===== src/rtl/intc_pkg.sv =====
package intc_pkg;

   typedef enum logic [1:0] {
      K_RSV  = 2'd0,
      K_INT  = 2'd1,
      K_EXT  = 2'd2,
      K_PORT = 2'd3
   } src_kind_e;

   localparam int A_MASK_HI = 0;
   localparam int A_MASK_LO = 1;
   localparam int A_PEND_HI = 2;
   localparam int A_PEND_LO = 3;
   localparam int A_EDGE    = 4;
   localparam int A_VEC     = 5;

   localparam int EXT_FIRST  = 19;
   localparam int EXT_LAST   = 25;
   localparam int PORT_FIRST = 48;
   localparam int PORT_LAST  = 63;

   // 1 selects the low bank
   function automatic bit src_in_lo(input int s);
      return ((s / 16) % 2) == 1;
   endfunction

   function automatic int src_bit(input int s);
      if (s < 16)
         return (s == 0) ? 0 : 16 - s;
      else if (s < 32) begin
         if (s <= 18)
            return 18 - s;
         else if (s == 31)
            return 15;
         else
            return 33 - s;
      end
      else if (s < 48)
         return 63 - s;
      else
         return s - 32;
   endfunction

   function automatic src_kind_e src_kind(input int s);
      if (s == 0)
         return K_RSV;
      else if (s >= EXT_FIRST && s <= EXT_LAST)
         return K_EXT;
      else if (s >= PORT_FIRST && s <= PORT_LAST)
         return K_PORT;
      else
         return K_INT;
   endfunction

   // edge-select bit of a programmable source coincides with its pending bit
   function automatic logic [31:0] es_mask();
      logic [31:0] m;
      m = '0;
      for (int s = 0; s < 64; s++)
         if (src_kind(s) == K_EXT || src_kind(s) == K_PORT)
            m[src_bit(s)] = 1'b1;
      return m;
   endfunction

endpackage


===== src/rtl/intc_gather.sv =====
module intc_gather import intc_pkg::*; #(
   parameter int NSRC   = 64,
   parameter int DATA_W = 32
) (
   input  logic [DATA_W-1:0] hi,
   input  logic [DATA_W-1:0] lo,
   output logic [NSRC-1:0]   src
);
   for (genvar i = 0; i < NSRC; i++) begin : g_src
      localparam int B = src_bit(i);
      if (src_in_lo(i)) begin : g_lo
         assign src[i] = lo[B];
      end else begin : g_hi
         assign src[i] = hi[B];
      end
   end
endmodule


===== src/rtl/intc_scatter.sv =====
module intc_scatter import intc_pkg::*; #(
   parameter int NSRC   = 64,
   parameter int DATA_W = 32
) (
   input  logic [NSRC-1:0]   src,
   output logic [DATA_W-1:0] hi,
   output logic [DATA_W-1:0] lo
);
   for (genvar i = 0; i < NSRC; i++) begin : g_src
      localparam int B = src_bit(i);
      if (src_in_lo(i)) begin : g_lo
         assign lo[B] = src[i];
      end else begin : g_hi
         assign hi[B] = src[i];
      end
   end
endmodule


===== src/rtl/intc_sense.sv =====
module intc_sense import intc_pkg::*; #(
   parameter src_kind_e KIND = K_INT
) (
   input  logic clk,
   input  logic rst_n,
   input  logic src_n,
   input  logic es,
   input  logic clr,
   output logic pend_o,
   output logic lat_o,
   output logic ev_o
);
   localparam bit IS_RSV  = (KIND == K_RSV);
   localparam bit IS_EXT  = (KIND == K_EXT);
   localparam bit IS_PORT = (KIND == K_PORT);

   logic prev_q, lat_q;
   logic edge_mode, both, fall, rise;

   assign edge_mode = (IS_EXT && es) || IS_PORT;
   assign both      = IS_PORT && !es;
   assign fall      = prev_q && !src_n;
   assign rise      = !prev_q && src_n;
   assign ev_o      = edge_mode && (fall || (both && rise));

   always_ff @(posedge clk or negedge rst_n) begin
      if (!rst_n) begin
         prev_q <= 1'b1;
         lat_q  <= 1'b0;
      end else begin
         prev_q <= src_n;
         if (!edge_mode)
            lat_q <= 1'b0;
         else if (ev_o)
            lat_q <= 1'b1;
         else if (clr)
            lat_q <= 1'b0;
      end
   end

   assign lat_o  = lat_q;
   assign pend_o = IS_RSV ? 1'b0 : (edge_mode ? lat_q : !src_n);
endmodule


===== src/rtl/intc_prio.sv =====
module intc_prio #(
   parameter int NSRC  = 64,
   parameter int IDX_W = $clog2(NSRC)
) (
   input  logic [NSRC-1:0]  req,
   output logic [IDX_W-1:0] idx
);
   always_comb begin
      idx = '0;
      for (int i = NSRC - 1; i >= 0; i--)
         if (req[i])
            idx = IDX_W'(i);
   end
endmodule


===== src/rtl/intc_top.sv =====
module intc_top import intc_pkg::*; #(
   parameter int NSRC   = 64,
   parameter int DATA_W = 32,
   parameter int ADDR_W = 3
) (
   input  logic              clk,
   input  logic              rst_n,
   input  logic              bus_we,
   input  logic [ADDR_W-1:0] bus_addr,
   input  logic [DATA_W-1:0] bus_wdata,
   output logic [DATA_W-1:0] bus_rdata,
   input  logic [NSRC-1:1]   src_n,
   output logic              irq_o
);
   localparam int IDX_W   = $clog2(NSRC);
   localparam int VEC_LSB = DATA_W - IDX_W;
   localparam logic [DATA_W-1:0] ES_MASK = es_mask();

   if (NSRC != 64) begin : g_bad_nsrc
      $error("intc_top: the scatter table covers exactly 64 sources");
   end
   if (DATA_W != 32) begin : g_bad_dw
      $error("intc_top: banks must be 32 bits wide");
   end
   if (ADDR_W < 3) begin : g_bad_aw
      $error("intc_top: address must reach six registers");
   end

   logic [DATA_W-1:0] mask_hi_q, mask_lo_q, edge_q;
   logic [DATA_W-1:0] clr_hi, clr_lo, pend_hi, pend_lo;
   logic [NSRC-1:0]   mask_src, pend_src, lat_src, ev_src, clr_src, act_src, es_src;
   logic [IDX_W-1:0]  vec_idx;
   logic              wr_pend_hi, wr_pend_lo;

   assign wr_pend_hi = bus_we && (bus_addr == ADDR_W'(A_PEND_HI));
   assign wr_pend_lo = bus_we && (bus_addr == ADDR_W'(A_PEND_LO));
   assign clr_hi     = wr_pend_hi ? bus_wdata : '0;
   assign clr_lo     = wr_pend_lo ? bus_wdata : '0;

   always_ff @(posedge clk or negedge rst_n) begin
      if (!rst_n) begin
         mask_hi_q <= '0;
         mask_lo_q <= '0;
         edge_q    <= '0;
      end else if (bus_we) begin
         if (bus_addr == ADDR_W'(A_MASK_HI)) mask_hi_q <= bus_wdata;
         if (bus_addr == ADDR_W'(A_MASK_LO)) mask_lo_q <= bus_wdata;
         if (bus_addr == ADDR_W'(A_EDGE))    edge_q    <= bus_wdata & ES_MASK;
      end
   end

   intc_gather #(.NSRC(NSRC), .DATA_W(DATA_W)) u_gather_mask (
      .hi(mask_hi_q), .lo(mask_lo_q), .src(mask_src)
   );

   intc_gather #(.NSRC(NSRC), .DATA_W(DATA_W)) u_gather_clr (
      .hi(clr_hi), .lo(clr_lo), .src(clr_src)
   );

   for (genvar i = 0; i < NSRC; i++) begin : g_cell
      localparam src_kind_e KD = src_kind(i);
      localparam int        EB = src_bit(i);
      logic line_n;

      if (i == 0) begin : g_rsv
         assign line_n = 1'b1;
      end else begin : g_line
         assign line_n = src_n[i];
      end

      if (KD == K_EXT || KD == K_PORT) begin : g_es
         assign es_src[i] = edge_q[EB];
      end else begin : g_noes
         assign es_src[i] = 1'b0;
      end

      intc_sense #(.KIND(KD)) u_sense (
         .clk   (clk),
         .rst_n (rst_n),
         .src_n (line_n),
         .es    (es_src[i]),
         .clr   (clr_src[i]),
         .pend_o(pend_src[i]),
         .lat_o (lat_src[i]),
         .ev_o  (ev_src[i])
      );
   end

   intc_scatter #(.NSRC(NSRC), .DATA_W(DATA_W)) u_scatter_pend (
      .src(pend_src), .hi(pend_hi), .lo(pend_lo)
   );

   assign act_src = pend_src & mask_src;
   assign irq_o   = |act_src;

   intc_prio #(.NSRC(NSRC), .IDX_W(IDX_W)) u_prio (
      .req(act_src), .idx(vec_idx)
   );

   always_comb begin
      case (bus_addr)
         ADDR_W'(A_MASK_HI): bus_rdata = mask_hi_q;
         ADDR_W'(A_MASK_LO): bus_rdata = mask_lo_q;
         ADDR_W'(A_PEND_HI): bus_rdata = pend_hi;
         ADDR_W'(A_PEND_LO): bus_rdata = pend_lo;
         ADDR_W'(A_EDGE):    bus_rdata = edge_q;
         ADDR_W'(A_VEC):     bus_rdata = {vec_idx, {VEC_LSB{1'b0}}};
         default:            bus_rdata = '0;
      endcase
   end
endmodule


===== config.mk =====
export PLATFORM = sky130hd
export DESIGN_NAME = intc_top
export DESIGN_NICKNAME = d
export VERILOG_FILES = /design/src/rtl/intc_pkg.sv /design/src/rtl/intc_gather.sv /design/src/rtl/intc_scatter.sv /design/src/rtl/intc_sense.sv /design/src/rtl/intc_prio.sv /design/src/rtl/intc_top.sv
export SDC_FILE = /design/constraint.sdc
export NUM_CORES = 1
export LEC_CHECK = 0
export ABC_AREA = 0
export CAP_MARGIN = 5
export CORE_AREA = 8 8 133 135
export CTS_CLUSTER_SIZE = 10
export DETAILED_ROUTE_END_ITERATION = 6
export DIE_AREA = 0 0 141 143
export GPL_ROUTABILITY_DRIVEN = 0
export PLACE_DENSITY = 0.76
export SLEW_MARGIN = 40
export SYNTH_ARGS = -nofsm -noshare
export SYNTH_HDL_FRONTEND = slang
export SYNTH_SLANG_ARGS = --single-unit

===== constraint.sdc =====
create_clock -name clk -period 5.25 [get_ports clk]
set_input_delay 0.7875 -clock clk [delete_from_list [all_inputs] [get_ports clk]]
set_output_delay 0.7875 -clock clk [all_outputs]
set_load 0.1 [all_outputs]

==> summary.md <==
| Metric | Value |
|---|---|
| Status | finished, final reports clean |
| Initial antenna violation count | 1 |
| Total CTS buffers | 17 |
| CTS tree | done |
| Fillers | between 1000 and 1500 |
| Worst-path clk slew | ~60 ps |
| Post-Syn Area | between 7000 and 8000 sq um |
| Fin nets | slightly below 1000 |
| Met2 WL post-DR | ~11 mm |
| Kind of critical path | in2out |
| Slowest cell on crit path | o31ai_1 |
| WP data arrival | 3180 ps |
| Crit path max fanout | 4 |
| Setup Fix Bufs, Post-CTS | 0 |
| Synth cell types | 70 |
| Tcrit/Tclk final | 0.755 |
| GRT Residual Overflow | 0 |
| Final Hold Vio Count | 0 |
| Largest net degree at the start of global routing | between 60 and 70 |
| M1 WL | 9.73 mm |
| Clock latency at the later pin of the worst-skew pair | about 430 ps |
| Crit end category | primary output |
| First-pass GRT wire length | roughly 36 mm |
| DRT iter0 DRCs | roughly 500 |
| Ys async rst share | 1.00 |
| Cells after Synth | 763 |
| CTS Hold Buffers Added | 0 |
| Synth top area cells | dfrtp_1 36%, mux2_2 12%, dfstp_2 7.9% |
| Routed length on met3 | approximately 1.3 mm |
| Startpoint types | primary input |
| Cell Area, Placed | 9300 sq um |
| Post-route cell area | between 9000 and 10000 sq um |
| Post-synth EDFFs | 0 |
| Number of gates resized after cts | 0 |
| Yosys top cell area share | 0.359 |
| Synthesis-to-layout area growth | 29.1% |
| Die H | approximately 140 microns |
| Synth Net Count | roughly 860 |
| Headroom to the max-slew limit | 0.487 |
| Cell taking the most area after synthesis | dfrtp_1 |
| VDD IR max | 239 uV |
| Routed Antenna Nets | 0 |
| Core box area | ~16000 sq um |
| DRT Wirelength | between 20 and 25 mm |
| Synth top cells by count | 110 x dfrtp_1, 83 x mux2_2, 74 x nor2_1, 60 x nor2b_1, 55 x nand2_1 |
| DRC | 0 |
| F_max | 252 MHz |
| Top Metal Used | met5 |
| Tmin final | around 4000 ps |
| Total power | between 3 and 4 mW |
| Synth Register Bits | roughly 130 |
| Clk sinks | ~130 |
| Leak | about 4 nW |
| CP cell instances | clkdlybuf4s50_1 > and2b_4 > nor4_2 > nand3_1 > nor3_2 > a21boi_1 > o31ai_1 > buf_12 |
| Slew Viols, Final | 0 |
| DR vias | between 6000 and 7000 |
| ANT cells | 0 |
| Crit path buffers/inverters | 2 |
| Worst slew pin tran | between 700 and 800 ps |
| Max clock buf depth | 2 |
| Yosys warning count | 0 |
| Final-report setup violation count | 0 |
| Sequential area share after synthesis | 0.437 |
| Std-Cell Rows | 46 |
| WL/cell | 19.7 microns |
| Vias per cell | ~5.8 |
| Largest stage delay, worst path | about 580 ps |
| Mean Syn Cell Area | a little over 10 sq um |
| Synth Flop Type | dfrtp_1 |
| CTS root buf | clkbuf_16 |
| Hold_ws | 352 ps |
| Kind of cell adding the most delay to the critical path | simple AND/OR/NAND/NOR gates |
| Share of layout cells above drive strength 1 | 0.236 |
| Pwr/cell area | 372 nW/um^2 |
| I/O Buffers | between 100 and 150 |
| RSZ-0062 raised after global routing | no |
| Vias in the first global route | between 6000 and 7000 |
| Most common cell in the synthesized netlist | dfrtp_1 |
| Post-DP HPWL | 16.0 mm |
| Initial Util | 0.492 |
| I/O Pins | ~130 |
| Die width | between 100 and 150 microns |
| Max-cap violations | 0 |
| Initial DRT Pass Iterations | 5 |
| Die area | between 20000 and 25000 sq um |
| Setup TNS | 0 ps |
| WP data required | roughly 4500 ps |
| H-tree depth | 4 |
| Min-delay worst type | in2async |
| GRT Resource Usage Total | 0.226 |
| Clock Skews | 4.83 ps |
cell families (layout without fill, tap and decap cells):
kind of cell / count (synthesis) / in the layout / share of synthesized area
AOI/OAI and AO/OA: 197 / 197 / 0.184
buffers and inverters: 46 / 187 / 0.0290
DFF: 133 / 133 / 0.437
muxes: 109 / 109 / 0.156
and+or+nand+nor: 278 / 278 / 0.193
worst reg2reg max path, cell delays in order, from the launching register on:
cell,delay [ps]
dfstp_2,540
nor2_1,40
a221o_1,280
report_power, final:
part	internal (mW)	total (mW)	switching, mW
Combinational	0.487	1.12	0.637
Sequential	1.20	1.36	0.154
Clock	0.729	1.20	0.476
Total	2.42	3.69	1.27
layer usage:
metal,global-route usage,vias to the layer above
met3,0.0554,38
met5,0,-
met2,0.363,208
met1,0.286,3187
met4,0.0984,2
li1,-,3042
cells in the final DEF, fill, tap and decap left out, types with 19 or more instances in the layout:
master and count:
dfrtp_1 110, clkdlybuf4s50_1 97, mux2_2 83, nor2_1 74, nor2b_1 60, nand2_1 55
a21oi_1 50, a211oi_1 35, nand2b_1 30, buf_4 30, mux2i_1 24, dfstp_2 23
o21ai_0 19
state kept, by name (all words and copies together) (netlist names):
| name | count |
|---|---|
| g_cell.u_sense.prev_q | 23 |
| mask_lo_q | 32 |
| g_cell.u_sense.lat_o | 23 |
| mask_hi_q | 32 |
| edge_q | 23 |
cell type report:
class	count	area, sq um	share of cell area
clock inverters	13	150	0.0152
flip-flops and latches	133	3360	0.339
well taps	216	270	0.0273
multi-input cells	584	4110	0.414
inverters	10	37.5	0.00379
repair buffers	145	1530	0.155
clock buffers	19	453	0.0457
path summary, 6_finish.rpt:
kind / start / slack [ps] / cells past startpoint / to
max: src_n[36] / 1280 / 8 / bus_rdata[30]
min: rst_n / 350 / 1 / edge_q[13]$_DFFE_PN0P_
max reg2reg: g_cell[58].u_sense.prev_q$_DFF_PN1_ / 4270 / 2 / g_cell[58].u_sense.lat_o$_DFFE_PN0P_
min reg2reg: mask_hi_q[0]$_DFFE_PN0P_ / 510 / 1 / mask_hi_q[0]$_DFFE_PN0P_
max in group asynchronous: rst_n / 3810 / 2 / mask_lo_q[21]$_DFFE_PN0P_
min in group clk: mask_hi_q[0]$_DFFE_PN0P_ / 510 / 1 / mask_hi_q[0]$_DFFE_PN0P_
through the flow:
stage                util  setup WS [ps]  instances
finish              0.635           1280       1120
CTS                 0.635           1300       1120
global route        0.635           1190       1120
detailed placement  0.597           1340       1088
floorplan               -            529        763
global placement    0.596           1370       1088
Power figures use the tool's default switching activity.
